## config.mk

```make
export PLATFORM = sky130hd
export DESIGN_NAME = sdf_framer
export DESIGN_NICKNAME = d
export VERILOG_FILES = /design/src/rtl/sdf_pkg.sv /design/src/rtl/sdf_rx_classify.sv /design/src/rtl/sdf_rx_framer.sv /design/src/rtl/sdf_tx_map.sv /design/src/rtl/sdf_framer.sv
export SDC_FILE = /design/constraint.sdc
export NUM_CORES = 1
export LEC_CHECK = 0
export ABC_CLOCK_PERIOD_IN_PS = 2200
export BUFFER_PORTS_ARGS = -buffer_cell sky130_fd_sc_hd__buf_2
export CAP_MARGIN = 20
export CORE_MARGIN = 2
export CORE_UTILIZATION = 40
export CTS_CLUSTER_SIZE = 24
export DETAILED_ROUTE_END_ITERATION = 10
export GPL_TIMING_DRIVEN = 0
export PLACE_DENSITY_LB_ADDON = 0.15
export SYNTH_ARGS = -nofsm -noshare
export SYNTH_HDL_FRONTEND = slang
export SYNTH_SLANG_ARGS = --single-unit
```

## constraint.sdc

```tcl
create_clock -name clk -period 2.2 [get_ports clk]
set_input_delay 0.11 -clock clk [delete_from_list [all_inputs] [get_ports clk]]
set_output_delay 0.11 -clock clk [all_outputs]
set_load 0.03 [all_outputs]
```

## src/rtl/sdf_pkg.sv

```systemverilog
package sdf_pkg;
  localparam int SYM_W  = 5;
  localparam int NIB_W  = 4;
  localparam int KIND_W = 2;
  localparam int NUM_DATA = 1 << NIB_W;

  localparam logic [KIND_W-1:0] KIND_DATA = 2'b00;
  localparam logic [KIND_W-1:0] KIND_CTRL = 2'b01;

  localparam logic [SYM_W-1:0] CODE_J    = 5'b11000;
  localparam logic [SYM_W-1:0] CODE_K    = 5'b10001;
  localparam logic [SYM_W-1:0] CODE_T    = 5'b01101;
  localparam logic [SYM_W-1:0] CODE_R    = 5'b00111;
  localparam logic [SYM_W-1:0] CODE_IDLE = 5'b11111;
  localparam logic [SYM_W-1:0] CODE_HALT = 5'b00100;

  localparam logic [NIB_W-1:0] PRE_NIB = 4'b0101;
  localparam logic [NIB_W-1:0] ERR_NIB = 4'b1110;

  typedef enum logic [2:0] {
    C_DATA, C_J, C_K, C_T, C_R, C_IDLE, C_BAD, C_HALT
  } sym_cls_e;

  typedef struct packed {
    sym_cls_e         cls;
    logic [NIB_W-1:0] nib;
  } sym_t;

  typedef enum logic [1:0] {
    ST_IDLE, ST_SSD, ST_DATA, ST_ESD
  } fr_state_e;

  function automatic logic [SYM_W-1:0] enc5(input logic [NIB_W-1:0] n);
    logic [SYM_W-1:0] c;
    case (n)
      4'h0: c = 5'b11110;  4'h1: c = 5'b01001;
      4'h2: c = 5'b10100;  4'h3: c = 5'b10101;
      4'h4: c = 5'b01010;  4'h5: c = 5'b01011;
      4'h6: c = 5'b01110;  4'h7: c = 5'b01111;
      4'h8: c = 5'b10010;  4'h9: c = 5'b10011;
      4'hA: c = 5'b10110;  4'hB: c = 5'b10111;
      4'hC: c = 5'b11010;  4'hD: c = 5'b11011;
      4'hE: c = 5'b11100;  default: c = 5'b11101;
    endcase
    return c;
  endfunction
endpackage

```

## src/rtl/sdf_rx_classify.sv

```systemverilog
module sdf_rx_classify
  import sdf_pkg::*;
(
  input  logic [SYM_W-1:0]  code,
  input  logic [KIND_W-1:0] kind,
  output sym_t              sym
);
  always_comb begin
    sym.cls = C_BAD;
    sym.nib = '0;
    if (kind == KIND_DATA) begin
      for (int i = 0; i < NUM_DATA; i++) begin
        if (enc5(i[NIB_W-1:0]) == code) begin
          sym.cls = C_DATA;
          sym.nib = i[NIB_W-1:0];
        end
      end
    end else if (kind == KIND_CTRL) begin
      case (code)
        CODE_J:    sym.cls = C_J;
        CODE_K:    sym.cls = C_K;
        CODE_T:    sym.cls = C_T;
        CODE_R:    sym.cls = C_R;
        CODE_IDLE: sym.cls = C_IDLE;
        CODE_HALT: sym.cls = C_HALT;
        default:   sym.cls = C_BAD;
      endcase
    end
  end
endmodule

```

## src/rtl/sdf_rx_framer.sv

```systemverilog
module sdf_rx_framer
  import sdf_pkg::*;
(
  input  logic             clk,
  input  logic             rst_n,
  input  logic             sym_valid,
  input  sym_t             cur,
  output logic             crs,
  output logic             rx_dv,
  output logic [NIB_W-1:0] rxd,
  output logic             rx_er,
  output logic             out_valid
);
  fr_state_e        st, n_st;
  sym_t             hold;
  logic             n_crs, n_dv, n_er;
  logic [NIB_W-1:0] n_rxd;

  always_comb begin
    n_st  = st;
    n_crs = 1'b0;
    n_dv  = 1'b0;
    n_er  = 1'b0;
    n_rxd = '0;
    case (st)
      ST_IDLE: begin
        if (hold.cls == C_J) begin
          if (cur.cls == C_K) begin
            n_crs = 1'b1;
            n_dv  = 1'b1;
            n_rxd = PRE_NIB;
            n_st  = ST_SSD;
          end else begin
            n_er  = 1'b1;
            n_rxd = ERR_NIB;
          end
        end
      end
      ST_SSD: begin
        n_crs = 1'b1;
        n_dv  = 1'b1;
        n_rxd = PRE_NIB;
        n_st  = ST_DATA;
      end
      ST_DATA: begin
        if (hold.cls == C_T && cur.cls == C_R) begin
          n_st = ST_ESD;
        end else if (hold.cls == C_IDLE) begin
          n_er = 1'b1;
          n_st = ST_IDLE;
        end else if (hold.cls == C_DATA) begin
          n_crs = 1'b1;
          n_dv  = 1'b1;
          n_rxd = hold.nib;
        end else begin
          n_crs = 1'b1;
          n_dv  = 1'b1;
          n_er  = 1'b1;
          n_rxd = ERR_NIB;
        end
      end
      default: n_st = ST_IDLE;
    endcase
  end

  always_ff @(posedge clk or negedge rst_n) begin
    if (!rst_n) begin
      st        <= ST_IDLE;
      hold      <= '{cls: C_IDLE, nib: '0};
      crs       <= 1'b0;
      rx_dv     <= 1'b0;
      rx_er     <= 1'b0;
      rxd       <= '0;
      out_valid <= 1'b0;
    end else begin
      out_valid <= sym_valid;
      if (sym_valid) begin
        st    <= n_st;
        hold  <= cur;
        crs   <= n_crs;
        rx_dv <= n_dv;
        rx_er <= n_er;
        rxd   <= n_rxd;
      end
    end
  end
endmodule

```

## src/rtl/sdf_tx_map.sv

```systemverilog
module sdf_tx_map
  import sdf_pkg::*;
(
  input  logic             tx_en,
  input  logic             tx_er,
  input  logic [NIB_W-1:0] tx_nib,
  output logic [SYM_W-1:0] tx_code
);
  always_comb begin
    if (!tx_en)     tx_code = CODE_IDLE;
    else if (tx_er) tx_code = CODE_HALT;
    else            tx_code = enc5(tx_nib);
  end
endmodule

```

## src/rtl/sdf_framer.sv

```systemverilog
module sdf_framer
  import sdf_pkg::*;
(
  input  logic              clk,
  input  logic              rst_n,
  input  logic              sym_valid,
  input  logic [SYM_W-1:0]  sym_code,
  input  logic [KIND_W-1:0] sym_kind,
  output logic              crs,
  output logic              rx_dv,
  output logic [NIB_W-1:0]  rxd,
  output logic              rx_er,
  output logic              out_valid,
  input  logic              tx_en,
  input  logic              tx_er,
  input  logic [NIB_W-1:0]  tx_nib,
  output logic [SYM_W-1:0]  tx_code
);
  sym_t cur_sym;

  sdf_rx_classify u_cls (
    .code (sym_code),
    .kind (sym_kind),
    .sym  (cur_sym)
  );

  sdf_rx_framer u_fr (
    .clk       (clk),
    .rst_n     (rst_n),
    .sym_valid (sym_valid),
    .cur       (cur_sym),
    .crs       (crs),
    .rx_dv     (rx_dv),
    .rxd       (rxd),
    .rx_er     (rx_er),
    .out_valid (out_valid)
  );

  sdf_tx_map u_tx (
    .tx_en   (tx_en),
    .tx_er   (tx_er),
    .tx_nib  (tx_nib),
    .tx_code (tx_code)
  );
endmodule

```

Word-level counts from Yosys, hierarchy flattened
Memory sizes are Yosys's and may differ from the RTL's.
Cells that the tools add are included.
{"block": "totals", "register_bits": 16, "mem_bits_ro": 80, "in_bits": 16, "out_inout_bits": 13, "wordCells": 106, "n_memories": 1}
{"block": "classes", "n_eq_ne": 33, "muxes": 60, "n_reduce_logical": 5}
{"memory": "(no name shown)", "words": 16, "word_bits": 5, "rd": 1, "rd_clocked_by_memory_dff": 0, "wr": 0, "line_no": "sdf_pkg.sv:35", "text": "case (n)"}
{"cell": "7-bit two-way mux", "count": 16}
{"cell": "5-bit two-way mux", "count": 18}
{"cell": "5-bit equality test", "count": 16}
{"cell": "4-bit two-way mux", "count": 6}
{"cell": "3-bit case mux with 6 select lines", "count": 1}
{"cell": "5-bit equality test, second input constant", "count": 3}
{"cell": "4-bit case mux with 3 select lines", "count": 1}
{"cell": "5-bit by 3-bit equality test with 1-bit output, second input constant", "count": 2}
{"cell": "1-bit two-way mux", "count": 9}
{"cell": "2-bit two-way mux", "count": 4}
{"cell": "3-bit by 2-bit equality test with 1-bit output, second input constant", "count": 2}
{"cell": "3-bit equality test, second input constant", "count": 2}
{"cell": "3-bit two-way mux", "count": 2}
{"cell": "2-bit case mux with 3 select lines", "count": 1}
{"cell": "5-bit by 4-bit equality test with 1-bit output, second input constant", "count": 1}
{"cell": "2-bit by 1-bit equality test with 1-bit output, second input constant", "count": 2}
{"cell": "2-bit zero test", "count": 2}
{"cell": "2-bit by 1-bit inequality test with 1-bit output, second input constant", "count": 2}
{"cell": "4-bit AND reduction", "count": 1}
{"cell": "3-bit by 1-bit equality test with 1-bit output, second input constant", "count": 1}
{"cell": "3-bit zero test", "count": 1}
{"cell": "3-bit by 1-bit inequality test with 1-bit output, second input constant", "count": 1}
{"cell": "1-bit case mux with 3 select lines", "count": 1}
{"cell": "2-bit equality test, second input constant", "count": 1}
{"cell": "other kinds (2)", "count": 2}

Depth between registers and ports, before layout
Gate-level depths: netlist (run 1).
{"block": "depth", "ltp_word": 24, "mapped_depth": 6, "ltp_nobuf": 5}

Hierarchy
Synthesis (run 1) repeated with hierarchy kept, for this count alone.
{"block": "unflattened", "hier_cells": 134, "area_unflattened_um2": 1208.7}
{"mod": "sdf_rx_framer", "instances": 1, "cells_per_inst": 64, "area_per_inst_um2": 723.2, "seq_area_each_um2": 402.9}
{"mod": "sdf_rx_classify", "instances": 1, "cells_per_inst": 55, "area_per_inst_um2": 405.4, "seq_area_each_um2": 0.0}
{"mod": "sdf_tx_map", "instances": 1, "cells_per_inst": 15, "area_per_inst_um2": 80.1, "seq_area_each_um2": 0.0}

Worst setup path before layout (run 1)
OpenSTA, ideal clock, no wires.
{"block": "synth_timing", "path_kind": "flip-flop to flip-flop", "startpoint": "register u_fr.hold[4] (netlist bit)", "endpoint": "register u_fr.crs", "setup_ns": 0.142, "arrival_ns": 1.427, "path_slack_ns": 0.631, "path_stages_with_launch": 5, "n_path_buf": 0, "synth_period_minus_slack_ns": 1.569, "path_cell_list": "dfstp_2 -> o211ai_1 -> or4_1 -> o31ai_2 -> nand3_1"}
{"block": "synth_via", "elab_chain_cells": 4, "elab_cells_between_ends": 8, "cone_classes": "eq/ne: 3; mux: 4; reduce/logical: 1"}
{"item": "start, declared", "line_no": "sdf_rx_framer.sv:15", "text": "sym_t hold;"}
{"item": "start signal, assigned", "line_no": "sdf_rx_framer.sv:69", "text": "hold <= '{cls: C_IDLE, nib: '0};"}
{"item": "start signal, assigned", "line_no": "sdf_rx_framer.sv:79", "text": "hold <= cur;"}
{"item": "3-bit equality test or 3-bit by 2-bit equality test with 1-bit output (tied branches)", "line_no": "sdf_rx_framer.sv:48, sdf_rx_framer.sv:46"}
{"item": "1-bit two-way mux or 1-bit logical AND (tied branches)", "line_no": "sdf_rx_framer.sv:48, sdf_rx_framer.sv:46"}
{"item": "1-bit two-way mux", "line_no": "sdf_rx_framer.sv:46", "text": "if (hold.cls == C_T && cur.cls == C_R) begin"}
{"item": "1-bit case mux with 3 select lines (*)", "line_no": "sdf_rx_framer.sv:25", "text": "case (st)"}
{"item": "end signal, assigned", "line_no": "sdf_rx_framer.sv:80", "text": "crs <= n_crs;"}
{"item": "end, declared", "line_no": "sdf_rx_framer.sv:8", "text": "output logic crs,"}
Mark *: on every way between the ends. The rest lies on a longest branch, timed or not.
A chain may end at the register's enable or synchronous reset.

Worst setup path after layout (run 1)
Same ends and word-level chain as after synthesis.

==> results of run 1 <==
-- per-stage QoR --
stage | hold WS (ps) | setup slack (ps) | total power, W | util [%] | cells
after floorplan | -186 | 631 | 0.000410 | - | 137
after global placement | 35.0 | 319 | 0.000463 | 48.0 | 196
after detailed placement | 35.3 | 279 | 0.000465 | 48.0 | 196
after CTS | 133 | 436 | 0.000666 | 50.1 | 202
after global routing | 168 | 378 | 0.000694 | 50.1 | 202
final | 136 | 453 | 0.000663 | 50.1 | 202
-- power by group --
part | internal (W) | total, W | switching [W] | leakage, nW
combinational | 0.0000541 | 0.000147 | 0.0000932 | 0.406
sequential | 0.000307 | 0.000315 | 0.00000786 | 0.207
clock | 0.000101 | 0.000200 | 0.0000991 | 0.0210
-- path summary, 6_finish.rpt --
path	cells past startpoint	from	end
min in group asynchronous	2	rst_n	u_fr.st[1]$_DFFE_PN0P_
setup / recovery	4	u_fr.hold[4]$_DFFE_PN1P_	u_fr.crs$_DFFE_PN0P_
max in group asynchronous	2	rst_n	u_fr.hold[6]$_DFFE_PN1P_
hold reg to reg	2	u_fr.rxd[1]$_DFFE_PN0P_	u_fr.rxd[1]$_DFFE_PN0P_
hold / removal	3	sym_code[0]	u_fr.hold[0]$_DFFE_PN0P_
setup reg to reg	4	u_fr.hold[4]$_DFFE_PN1P_	u_fr.crs$_DFFE_PN0P_
-- cell usage in the layout, fill, tap and decap left out, drive strengths merged, types with 5 or more instances in the layout --
cell,synthesis,routed
nand2,12,12
buf,3,31
o21ai,16,16
nor2,15,15
dfrtp,14,14
nand3,8,8
clkbuf,4,8
nor2b,7,7
a21oi,5,5
inv,7,7
-- worst max-delay path, delay by kind of cell, from the launching register on --
family	cells	cell delay [ps]
AOI/OAI and AO/OA	2	440
DFF	1	580
and+or+nand+nor	2	590
-- metal layers --
layer | GRT usage, % | wire length, µm | vias up
met5 | 0 | 0 | -
li1 | - | - | 561
met1 | 20.6 | 1160 | 487
met3 | 1.38 | 172 | 5
met4 | 9.52 | 65 | 0
met2 | 30.4 | 1170 | 42
-- timing repair --
action                                  4_1_cts  5_1_grt
gates resized for setup                       0        0
endpoints found under the hold margin        17        0
endpoints found under the setup margin        0        0
hold buffers                                  2        0
-- sequential cells by signal, indices dropped and copies added (netlist names) --
signal,count
u_fr.crs,1
u_fr.hold,7
u_fr.st,2
u_fr.out_valid,1
u_fr.rxd,4
u_fr.rx_er,1
-- kinds of logic (layout without fill, tap and decap cells) --
kind of cell	Yosys count	in the layout	synth area share (%)
AOI/OAI and AO/OA	37	37	22.3
muxes	1	1	1.01
DFF	16	16	36.3
buffers and inverters	14	48	6.08
xor gates and xnor gates	3	3	2.37
and+or+nand+nor	66	66	32.0
-- layout make-up --
class | instances | area (µm²) | area share [%]
Buffer | 7 | 41.3 | 3.07
Clock buffer | 4 | 36.3 | 2.70
Inverter | 7 | 26.3 | 1.95
Multi-Input combinational cell | 107 | 641 | 47.6
Sequential cell | 16 | 403 | 29.9
Tap cell | 31 | 38.8 | 2.88
Timing Repair Buffer | 30 | 160 | 11.9
==> flow_summary.yaml, run 1 <==
sta:
  max_slew.worst_pin.slew_ps: 638
  fin_skew_ps: 3.60
  rsz0062_at_grt: "false"
  maxSlewHeadroom_pct: 56.9
  min_period_ps: 1750
  tns_ps: 0
  report.final.setup_viol: 0
  drv_slew: 0
  finalCritPeriodShare_pct: 79.4
  fmax_mhz: 572
  hold_violations: 0
synth:
  yosysWarnings: 0
  syn_inst: 137
  synth_top_area_cell: "dfrtp_1"
  synth_area_per_cell_um2: 8.11
  synth_flop_cell: "dfrtp_1"
  ys_top_cells_by_area: "dfrtp_1, o21ai_0, nor2_1, dfstp_2, nor2b_1"
  synth.most_common_cell: "nor2_1"
  synth_edf_count: 0
  synthTopCellsByCount: "nor2_1, dfrtp_1, o21ai_0"
  seq_area_frac_synth_pct: 36.3
  synthesis.nets: 153
  synth_area_mm2: 0.00111
  synth_top_area_share_pct: 31.5
  ys_ff_latch: 16
  synth.distinct_cells: 42
  postSynth.asyncResetShare_pct: 100
floorplanning:
  fp.dieH_um: 56.7
  rows: 19
  die_width_um: 56.7
  core_mm2: 0.00269
  start_util_pct: 41.4
  dieArea_mm2: 0.00322
  pin_count: 29
cells_and_area:
  design_area_mm2: 0.00135
  diodes: 0
  drive_above_1_share_pct: 24.6
  final_net_count: 188
  num-fill-cells: 277
  layout-area-overhead-vs-synth_pct: 21.2
critical_path:
  r2r_slack_ps: 450
  slowest_stage: "dfstp_2"
  crit_chain: "o211ai_1 > or4_1 > o31ai_2 > nand3_1"
  critical_path_peak_fanout: 6
  slowest_delay_ps: 580
  crit_arrival_ps: 1920
  critical_path_required_ps: 2370
  worstSetupEndpointType: "flop"
  worstSetupPathType: "flop to flop"
  start_kind: "flop"
clock_tree:
  h-tree-depth: 1
  numCtsBuffers: 3
  cts_sinks: 16
  cts-root-buf: "clkbuf_4"
  cts_tree: "done"
  clk_pin_slew_ps: 90
  cts_max_path_buffers: 2
  clk_latency_ps: 300
  cts_setup_buffers: 0
global_route:
  grt_max_degree: 17
  antenna_found_initial: 0
  grtUsageTotal_pct: 17.3
  grt_pass1_vias: 1022
  grt_pass1_wl_mm: 4.37
  gr-total-overflow: 0
drt:
  routed_wl_mm: 2.56
  drt_first_pass_iters: 4
  post_drt_wl_per_cell_um: 12.7
  drc: 0
  final_antenna_net_count: 0
  drtIter0Drc: 43
  num_vias: 1095
  drt-vias-per-instance: 5.42
placed_design:
  portBuffers: 28
  gp_congestion: 0.839
  placed_area_mm2: 0.00129
  dp_hpwl_mm: 1.97
status:
  status: "completed"
power:
  power.density_mw_per_mm2: 492
  leakage_nw: 0.634
  ir_worst_vdd_v: 0.000295
worst_hold_path:
  hold_path.class: "primary input to flop"
job:
  drv_cap: 0
Power figures use the tool's default switching activity.
==> run 2: changes to the inputs <==
--- a/config.mk
+++ b/config.mk
@@ -5,7 +5,7 @@
 export SDC_FILE = /design/constraint.sdc
 export NUM_CORES = 1
 export LEC_CHECK = 0
-export ABC_CLOCK_PERIOD_IN_PS = 2200
+export ABC_CLOCK_PERIOD_IN_PS = 1800
 export BUFFER_PORTS_ARGS = -buffer_cell sky130_fd_sc_hd__buf_2
 export CAP_MARGIN = 20
 export CORE_MARGIN = 2
==> constraint.sdc (replaced) <==
create_clock -name clk -period 1.8 [get_ports clk]
set_input_delay 0.09 -clock clk [delete_from_list [all_inputs] [get_ports clk]]
set_output_delay 0.09 -clock clk [all_outputs]
set_load 0.03 [all_outputs]
==> flow_summary.yaml, run 2 (synthesis results as in run 1) <==
clock_tree:
  cts_tree: "done"
  h-tree-depth: 1
  clk_pin_slew_ps: 90
  cts_max_path_buffers: 2
  cts_setup_buffers: 0
  numCtsBuffers: 3
  cts_sinks: 16
  clk_latency_ps: 300
  cts-root-buf: "clkbuf_4"
critical_path:
  critical_path_peak_fanout: 6
  start_kind: "flop"
  r2r-start: "u_fr.hold[4]$_DFFE_PN1P_"
  crit_arrival_ps: 1850
  startpoint: "u_fr.hold[4]$_DFFE_PN1P_"
  worstSetupPathType: "flop to flop"
  worstSetupEndpointType: "flop"
  critical_path_required_ps: 1970
sta:
  rsz0062_at_grt: "false"
  maxSlewHeadroom_pct: 56.6
  tns_ps: 0
  drv_slew: 0
  hold_violations: 0
  min_period_ps: 1680
  hold-worst-slack_ps: 120
  finalWorstSetupSlack_ps: 118
  report.final.setup_viol: 0
  fin_skew_ps: 5.58
  fmax_mhz: 595
  finalCritPeriodShare_pct: 93.4
  max_slew.worst_pin.slew_ps: 641
global_route:
  gr-total-overflow: 0
  top_usage_layer: "met2"
  grtUsageTotal_pct: 17.3
  gr-usage-met1_pct: 20.6
  antenna_found_initial: 0
  globalRouteMet2Util_pct: 30.4
  grt_pass1_wl_mm: 4.37
  met3_usage_pct: 1.38
  grt_pass1_vias: 1022
  grt_max_degree: 17
floorplanning:
  fp.dieH_um: 56.7
  core_mm2: 0.00269
  dieArea_mm2: 0.00322
  pin_count: 29
  rows: 19
  die_width_um: 56.7
  start_util_pct: 41.4
drt:
  final_antenna_net_count: 0
  num_vias: 1100
  drt-vias-per-instance: 5.45
  drt_first_pass_iters: 4
  drc: 0
  post_drt_wl_per_cell_um: 12.7
  drtIter0Drc: 37
  routed_wl_mm: 2.56
placed_design:
  dp_hpwl_mm: 1.97
  portBuffers: 28
  dp_cells: 196
  gp_congestion: 0.839
  dpl_worst_slack_ps: -101
cells_and_area:
  drive_above_1_share_pct: 24.6
  diodes: 0
  top_register: "u_fr.hold"
  final_common_cell: "buf_2"
  final_net_count: 188
  largest_registers: "u_fr.hold (7), u_fr.rxd (4), u_fr.st (2)"
  final_cell_mix: "buf_2, nor2_1, dfrtp_1"
  layout-area-overhead-vs-synth_pct: 22.0
  fin_cells: 202
  largest_reg_flops: 7
worst_hold_path:
  hold_start: "sym_code[0]"
  hold_path.class: "primary input to flop"
power:
  power.density_mw_per_mm2: 596
  ir_worst_vdd_v: 0.000361
  p_total_w: 0.000808
  leakage_nw: 0.635
status:
  status: "completed"
job:
  drv_cap: 0
==> run 2: timing repair <==
action | 4_1_cts | 5_1_grt
setup endpoints to repair | 0 | 3
hold buffers | 2 | 0
endpoints found under the hold margin | 17 | 0
resized for setup | 0 | 1
==> run 2: power by group <==
part	switching, W	internal (W)	total [W]
Combinational	0.000114	0.0000662	0.000180
Sequential	0.00000959	0.000376	0.000385
Clock	0.000119	0.000124	0.000242
==> run 2: area by class of cell <==
class,instances,area [µm²]
buffer,7,41.3
clock buffer,4,36.3
fill,277,1330
inverter,7,26.3
multi-input combinational,107,649
sequential,16,403
tap,31,38.8
timing repair buffer,30,160
==> run 2: metrics by stage <==
step	instance area (µm²)	utilization, %
global route	1360	50.4
CTS	1350	50.1
global placement	1290	48.0
floorplan	1110	-
finish	1360	50.4
detailed placement	1290	48.0
==> run 2: routing by layer <==
layer  vias to the layer above  wire length [µm]  share of wire [%]
li1                        559                 -                  -
met1                       501              1190                 47
met2                        35              1170                 46
met3                         5               129                5.0
met4                         0                66                2.6
met5                         -                 0                  0
==> run 2: critical path: stages (launching register included) <==
cell	delay, ps
dfstp_2	580
o211ai_1	80
or4_1	510
o31ai_4	290
nand3_1	100
==> run 2: path summary, 6_finish.rpt <==
check                                           end  slack, ps  depth (start not counted)
setup / recovery               u_fr.crs$_DFFE_PN0P_        120                          4
hold / removal             u_fr.hold[0]$_DFFE_PN0P_        120                          3
setup reg to reg               u_fr.crs$_DFFE_PN0P_        120                          4
hold reg to reg             u_fr.rxd[1]$_DFFE_PN0P_        520                          2
max in group asynchronous  u_fr.hold[6]$_DFFE_PN1P_       1280                          2
min in group asynchronous    u_fr.st[1]$_DFFE_PN0P_        210                          2
